--- src/rtl/qws_pkg.sv ---
package qws_pkg;

    // Number of straight segments per quarter wave, as a bit count
    localparam int SEG_W   = 3;
    // Sub-angle width the shift table is tuned for
    localparam int SUB_REF = 7;
    // Unsigned magnitude width
    localparam int MAG_W   = 10;

    typedef logic [SEG_W-1:0] seg_t;
    typedef logic [MAG_W-1:0] mag_t;

    // Magnitude at each segment start: round(1023 * sin(s*pi/16))
    function automatic mag_t seg_base(input seg_t s);
        case (s)
            3'd0:    return mag_t'(0);
            3'd1:    return mag_t'(200);
            3'd2:    return mag_t'(391);
            3'd3:    return mag_t'(568);
            3'd4:    return mag_t'(723);
            3'd5:    return mag_t'(851);
            3'd6:    return mag_t'(945);
            default: return mag_t'(1003);
        endcase
    endfunction

    // First slope term shift
    function automatic int unsigned shift_a(input seg_t s);
        case (s)
            3'd0, 3'd1, 3'd2, 3'd3: return 0;
            3'd4, 3'd5:             return 1;
            3'd6:                   return 2;
            default:                return 3;
        endcase
    endfunction

    // Second slope term shift
    function automatic int unsigned shift_b(input seg_t s);
        case (s)
            3'd0, 3'd1, 3'd4: return 1;
            3'd2, 3'd5:       return 2;
            3'd3, 3'd6:       return 3;
            default:          return 5;
        endcase
    endfunction

endpackage

--- src/rtl/qws_accum.sv ---
module qws_accum #(
    parameter int ACC_W = 24
) (
    input  logic             clk_i,
    input  logic             rst_i,
    input  logic             en_i,
    input  logic [ACC_W-1:0] inc_i,
    output logic [ACC_W-1:0] acc_o
);

    logic [ACC_W-1:0] acc_d;
    logic [ACC_W-1:0] acc_q;

    always_comb begin
        acc_d = acc_q;
        if (en_i) begin
            acc_d = acc_q + inc_i;
        end
        if (rst_i) begin
            acc_d = '0;
        end
    end

    always_ff @(posedge clk_i) begin
        acc_q <= acc_d;
    end

    assign acc_o = acc_q;

endmodule

--- src/rtl/qws_conv.sv ---
module qws_conv #(
    parameter int PH_W  = 12,
    parameter int OUT_W = 12
) (
    input  logic [PH_W-1:0]         ph_i,
    output logic signed [OUT_W-1:0] amp_o
);
    import qws_pkg::*;

    localparam int Q_W   = PH_W - 2;
    localparam int SUB_W = Q_W - SEG_W;
    localparam int NORM  = SUB_W - SUB_REF;

    logic [1:0]       quad;
    logic [Q_W-1:0]   fold;
    seg_t             seg;
    logic [SUB_W-1:0] sub;
    mag_t             term_a;
    mag_t             term_b;
    mag_t             mag;

    always_comb begin
        quad   = ph_i[PH_W-1 -: 2];
        // odd quadrants run the quarter wave backwards
        fold   = quad[0] ? ~ph_i[Q_W-1:0] : ph_i[Q_W-1:0];
        seg    = fold[Q_W-1 -: SEG_W];
        sub    = fold[SUB_W-1:0];
        term_a = mag_t'(sub >> (shift_a(seg) + NORM));
        term_b = mag_t'(sub >> (shift_b(seg) + NORM));
        mag    = seg_base(seg) + term_a + term_b;
        if (quad[1]) begin
            amp_o = -$signed({{(OUT_W-MAG_W){1'b0}}, mag});
        end else begin
            amp_o = $signed({{(OUT_W-MAG_W){1'b0}}, mag});
        end
    end

endmodule

--- src/rtl/qws_synth.sv ---
module qws_synth #(
    parameter int ACC_W    = 24,
    parameter int PH_W     = 12,
    parameter int OUT_W    = 12,
    parameter bit WITH_COS = 1'b1
) (
    input  logic             clk_i,
    input  logic             rst_i,
    input  logic             en_i,
    input  logic [ACC_W-1:0] inc_i,
    input  logic [PH_W-1:0]  ofs_i,
    output logic [OUT_W-1:0] sin_o,
    output logic [OUT_W-1:0] cos_o
);

    localparam int QUARTER = 1 << (PH_W - 2);
    localparam int NCH     = 2;

    typedef struct packed {
        logic [PH_W-1:0]  ph;
        logic [OUT_W-1:0] sin;
        logic [OUT_W-1:0] cos;
    } stage_t;

    stage_t           st_d;
    stage_t           st_q;
    logic [ACC_W-1:0] acc_q;
    logic [PH_W-1:0]  ph_q;
    logic signed [OUT_W-1:0] amp [NCH];

    qws_accum #(.ACC_W(ACC_W)) u_acc (
        .clk_i (clk_i),
        .rst_i (rst_i),
        .en_i  (en_i),
        .inc_i (inc_i),
        .acc_o (acc_q)
    );

    assign ph_q = st_q.ph;

    for (genvar ch = 0; ch < NCH; ch++) begin : g_ch
        if (ch == 0 || WITH_COS) begin : g_conv
            logic [PH_W-1:0] ph_ch;
            assign ph_ch = ph_q + PH_W'(ch * QUARTER);
            qws_conv #(.PH_W(PH_W), .OUT_W(OUT_W)) u_conv (
                .ph_i  (ph_ch),
                .amp_o (amp[ch])
            );
        end else begin : g_off
            assign amp[ch] = '0;
        end
    end

    always_comb begin
        st_d     = st_q;
        st_d.ph  = acc_q[ACC_W-1 -: PH_W] + ofs_i;
        st_d.sin = amp[0];
        st_d.cos = amp[1];
        if (rst_i) begin
            st_d = '0;
        end
    end

    always_ff @(posedge clk_i) begin
        st_q <= st_d;
    end

    assign sin_o = st_q.sin;
    assign cos_o = st_q.cos;

endmodule

--- config.mk ---
export PLATFORM = sky130hd
export DESIGN_NAME = qws_synth
export DESIGN_NICKNAME = d
export VERILOG_FILES = /design/src/rtl/qws_pkg.sv /design/src/rtl/qws_accum.sv /design/src/rtl/qws_conv.sv /design/src/rtl/qws_synth.sv
export SDC_FILE = /design/constraint.sdc
export NUM_CORES = 1
export LEC_CHECK = 0
export ABC_AREA = 1
export BUFFER_PORTS_ARGS = -buffer_cell sky130_fd_sc_hd__buf_2
export CORE_ASPECT_RATIO = 0.5
export CORE_UTILIZATION = 45
export CTS_CLUSTER_DIAMETER = 80
export DETAILED_ROUTE_END_ITERATION = 12
export GPL_TIMING_DRIVEN = 0
export PLACE_DENSITY = 0.74
export SLEW_MARGIN = 20
export SYNTH_ARGS = -nofsm -noshare
export SYNTH_HDL_FRONTEND = slang
export SYNTH_HIERARCHICAL = 1
export SYNTH_SLANG_ARGS = --single-unit
--- constraint.sdc ---
create_clock -name clk_i -period 4.8 [get_ports clk_i]
set_input_delay 0.96 -clock clk_i [delete_from_list [all_inputs] [get_ports clk_i]]
set_output_delay 0.96 -clock clk_i [all_outputs]
set_load 0.005 [all_outputs]
# Word-level counts from Yosys, hierarchy flattened
# Index checks and enable logic that the tools add are counted.
[word_totals]
register_bits = 60
inputBits = 39
output_inout_bits = 24
[classes]
add_sub_neg = 9
n_eq_ne = 12
n_shift = 4
muxes = 10
bitwise_logic = 4
reduce_logical = 14
[op_table]
columns = ["cell", "n"]
rows = [
  ["10-bit one-hot mux with 7 select lines", 2],
  ["10-bit adder", 4],
  ["10-bit 2-to-1 mux", 4],
  ["24-bit adder", 1],
  ["10-bit negation with 12-bit output", 2],
  ["10-bit inverter", 2],
  ["7-bit by 2-bit >> shifter with 10-bit output", 2],
  ["7-bit by 3-bit >> shifter with 10-bit output", 2],
  ["3-bit == test (second input constant)", 6],
  ["3-bit one-hot mux with 3 select lines", 2],
  ["2-bit OR reduction", 8],
  ["12-bit by 11-bit adder with 12-bit output (second input constant)", 1],
  ["12-bit adder", 1],
  ["3-bit by 2-bit == test with 1-bit output (second input constant)", 4],
  ["2-bit one-hot mux with 3 select lines", 2],
  ["4-bit OR reduction", 2],
  ["3-bit by 1-bit == test with 1-bit output (second input constant)", 2],
  ["3-bit logical NOT", 2],
  ["3-bit OR reduction", 2],
  ["1-bit inverter", 2],
]

# Depth between registers and ports, before layout
[depth]
depth_word = 11
mapped_depth = 30

# Modules after synthesis
# The synthesis kept the hierarchy.
[by_module_without_submodules]
columns = ["module", "n_inst", "cells_per_inst", "area_each_um2"]
rows = [
  ["qws_accum", 1, 482, 2667.6],
  ["qws_synth", 1, 226, 1636.6],
  ["qws_conv at g_ch[1].g_conv.u_conv", 1, 265, 1546.5],
  ["qws_conv at g_ch[0].g_conv.u_conv", 1, 264, 1532.7],
]

# Least setup slack after synthesis
# Ideal clock, no wire load.
[synth_path]
path_type = "register to register"
from = "register st_q (netlist bit ph_q[10])"
to = "register st_q (netlist bit cos_o[9])"
setup_time_ns = 0.128
t_arrival_ns = 3.341
t_required_ns = 4.672
path_slack_ns = 1.331
path_stages_with_launch = 25
n_path_buf = 2
synth_period_minus_slack_ns = 3.469
path_cell_list = "dfxtp_1 inv_1 buf_6 nand2_2 nand2_4 nand2_4 nand2_4 buf_6 o211ai_1 o21ai_0 fa_1 ha_1 fa_1 inv_1 nand3_1 nor2_1 nand3_1 nor2_1 nand2_1 nand2_1 nand2_1 nand2_1 nand2_1 inv_1 nor2_1"
[synth_lines]
columns = ["item", "line_no", "source"]
rows = [
  ["start: declaration", "qws_synth.sv:26", "stage_t st_q;"],
  ["start signal: assignment", "qws_synth.sv:65", "st_q <= st_d;"],
]

# Worst setup path in the final report
[layout_path]
from = "register st_q (netlist bit ph_q[10])"
to = "register st_q (netlist bit sin_o[10])"
[layout_between]
elab_chain_cells = 8
[layout_lines]
columns = ["item", "line_no", "source"]
rows = [
  ["10-bit 2-to-1 mux (*)", "qws_conv.sv:25", "fold = quad[0] ? ~ph_i[Q_W-1:0] : ph_i[Q_W-1:0];"],
  ["3-bit by 1-bit == test with 1-bit output (tied with other cells)", "qws_pkg.sv:15, qws_pkg.sv:29, qws_pkg.sv:39", ""],
  ["4-bit OR reduction or 2-bit OR reduction (tied branches)", "qws_pkg.sv:29", "case (s)"],
  ["2-bit one-hot mux with 3 select lines", "qws_pkg.sv:29", ""],
  ["7-bit by 2-bit >> shifter with 10-bit output", "qws_conv.sv:28", "term_a = mag_t'(sub >> (shift_a(seg) + NORM));"],
  ["10-bit adder", "qws_conv.sv:30", "mag = seg_base(seg) + term_a + term_b;"],
  ["10-bit adder (*)", "qws_conv.sv:30", ""],
  ["10-bit negation with 12-bit output (*)", "qws_conv.sv:32", "amp_o = -$signed({{(OUT_W-MAG_W){1'b0}}, mag});"],
]
# Mark *: on every way between the ends. The rest lies on a longest branch, timed or not.
# A chain may end at the register's enable or synchronous reset.

==> summary.txt <==
Status
  • Status: completed

Route
  • Top sig layer: met4
  • Antenna viol nets, final: 0
  • DRC viols: 0
  • Met2 WL: 8020 um
  • Drt wl/cell: 11.0 um
  • Drt pass-1 iters: 6
  • WL met1: 7970 um
  • Met3 WL: 733 um
  • Final wirelength: 16,900 um
  • Starting DRT DRC Count: 378
  • Via/cell ratio: 4.73
  • Routed via count: 7,260

Global route
  • First-pass GRT wire length: 29,000 um
  • Initial antenna violation count: 0
  • Vias in the first global route: between 6,000 and 7,000
  • GR Util All Layers: 0.210
  • Total grt overflow: 0
  • Largest net degree at the start of global routing: 11

Synthesis
  • Synthesized Nets: approximately 1,300
  • EDFF count, synth: 0
  • Count leader, synth: nand2_1
  • Count of different cell masters after synthesis: 39
  • Cells after Synth: 1,237
  • Synthesis-stage register bit count: 60
  • Avg Cell Area, Syn: 5.97 um2
  • Commonest cells post-synth: nand2_1, inv_1, nor2_1
  • Most used DFF post-synth: dfxtp_1
  • Register area share after synthesis: 0.163
  • Cell Area, Synth: 7380 um2
  • Yosys top cell area share: 0.187
  • Ranking of synthesized cells by area: nand2_1, dfxtp_1, inv_1
  • Synth warn: 6
  • Largest area contributor in the netlist: nand2_1
  • Fraction of registers with async set/reset: 0

Power
  • NetSw: between 2000 and 3000 uW
  • Sw Ratio: 0.540
  • Share of power burned in registers: 0.125
  • Clock network power share: 0.106
  • Comb power frac: 0.769
  • Max IR drop VDD: approximately 350 uV
  • Final Power: 5470 uW
  • Power Dens Cells: between 600 and 700 nW/um2
  • Pint: ~2500 uW
  • Leakage: 0.00488 uW

Cells and area
  • Diodes inserted: 0
  • Fin util: 0.524
  • Layout net count: 1,416
  • Area grow syn2layout: 11.4%
  • Final instance count without filler cells: ~1,500
  • Share of cells above drive strength 1: 0.136
  • Fin area: around 8200 um2

Placed design
  • Gp weighted congestion: 0.909
  • Port-buffer cells: 61
  • DP HPWL: roughly 14,000 um
  • Area post-placement: 7970 um2
  • Placed insts: 1,519

Critical path
  • CP Capture Type: flop
  • Worst Path Max Fanout: 10
  • WP data required: roughly 5000 ps
  • Data arrival, critical path: 4140 ps
  • Worst setup SP type: flop
  • Crit path kind: flop to flop

Job
  • Max-cap violations: 0

Floorplanning
  • Die X-Extent: 183 um
  • Rows: 32
  • Core ar.: 15,700 um2
  • Initial Util: 0.470
  • Total die area: 17,000 um2
  • I/O pins: 63
  • Die Ht: 92.6 um

STA
  • Hold Violations, Final: 0
  • Relative slew margins: 0.594
  • Slew @ Worst Pin: 609 ps
  • Max Fclk: 255 MHz
  • Setup_tns: 0 ps
  • RSZ-0062 raised after global routing: false
  • # setup viols final: 0
  • Final Skew: 11.2 ps
  • Final min period: 3930 ps
  • Slew Viols, Final: 0
  • Tcrit/Tclk final: 0.818

Clock tree
  • Root Driver: clkbuf_16
  • CTS buffer count: 9
  • Clock Latency Late Sink: 340 ps
  • Hold-fix buffers at CTS: 0
  • CTS tree: done
  • Clk slew on worst S/H paths: 50 ps
  • Post-CTS setup buffer count: 0
  • Clk buf depth: 2
  • Post-cts gate resize count: 0
  • CTS sink count: 60
  • H-tree depth: 3

Min path
  • Type of the most critical hold path: flop to flop
-- kinds of logic after synthesis --
group,count (synthesis),share of synthesized area
AO/OA/AOI/OAI,103,0.0776
XOR/XNOR,35,0.0415
adder cells (fa/ha/maj),68,0.134
buffers and inverters,278,0.150
flip-flops,60,0.163
multiplexers,2,0.00271
other,2,0.00102
AND/OR/NAND/NOR,689,0.431
-- worst paths after layout --
kind	end	slack (ps)	from	cells past startpoint
worst max-delay path	sin_o[10]	870	ph_q[10]	23
worst min register to register	u_acc/acc_o[9]	500	u_acc/acc_o[9]	2
worst min-delay path	u_acc/acc_o[9]	500	u_acc/acc_o[9]	2
worst max register to register	sin_o[10]	870	ph_q[10]	23
-- area by class of cell --
cell class	count	area (um2)
plain buffers	15	109
fillers	1617	7470
well taps	221	277
multi-input cells	899	5080
repair buffers	61	305
clock buffers	11	233
flip-flops and latches	60	1200
clock inverters	5	28.8
inverters	263	997
-- power groups by stage --
stage               Combinational (uW)  Sequential (uW)  Clock [uW]
global placement                  4080              694           0
global route                      4940              698         620
CTS                               4210              686         597
floorplan                         3400              700           0
finish                            4200              685         579
detailed placement                4180              697           0
-- registers in the layout, summed over array words and instances, names as in the netlist --
signal	cells
u_acc/acc_o	24
cos_o	12
ph_q	12
sin_o	12
-- critical path, cell delays in order (launching register included) --
cell and delay, ps:
dfxtp_1 410, inv_1 130, nand2_2 120, nand2_8 100, nand2_8 100, nand2_8 80
nand2_8 100, inv_6 50, o21ai_0 220, nand3_1 110, o21ai_1 130, fa_1 440
ha_1 250, fa_1 460, nor2_1 130, nor2_1 90, nor2_1 160, nand3_1 100
nor2_1 200, nand2_1 100, o21ai_0 170, nand2_1 70, inv_1 50, nor2_1 30
-- placed cells by master, fill, tap and decap left out, drive strengths merged, types with 4 or more instances in the layout --
master,netlist,layout
nor3,6,6
or2,4,4
nor2,157,157
o21ai,63,63
xor2,18,18
ha,50,50
a21oi,31,31
o22ai,4,4
clkinv,2,7
clkbuf,3,14
nand2,422,422
inv,261,261
nand3b,4,4
dfxtp,60,60
buf,11,72
nand4,13,13
nand3,81,81
o211ai,4,4
xnor2,17,17
fa,18,18
-- metal layers --
metal | track usage | vias to the layer above
met5 | 0 | -
met4 | 0.0528 | 0
met3 | 0.0413 | 23
met2 | 0.381 | 135
met1 | 0.255 | 3206
li1 | - | 3896
-- per-stage QoR --
step                hold slack [ps]  worst slack, ps
floorplan                       453             1330
global placement                469              970
detailed placement              483              921
CTS                             497              900
global route                    526              442
finish                          500              875
(Power assumes the default switching activity.)
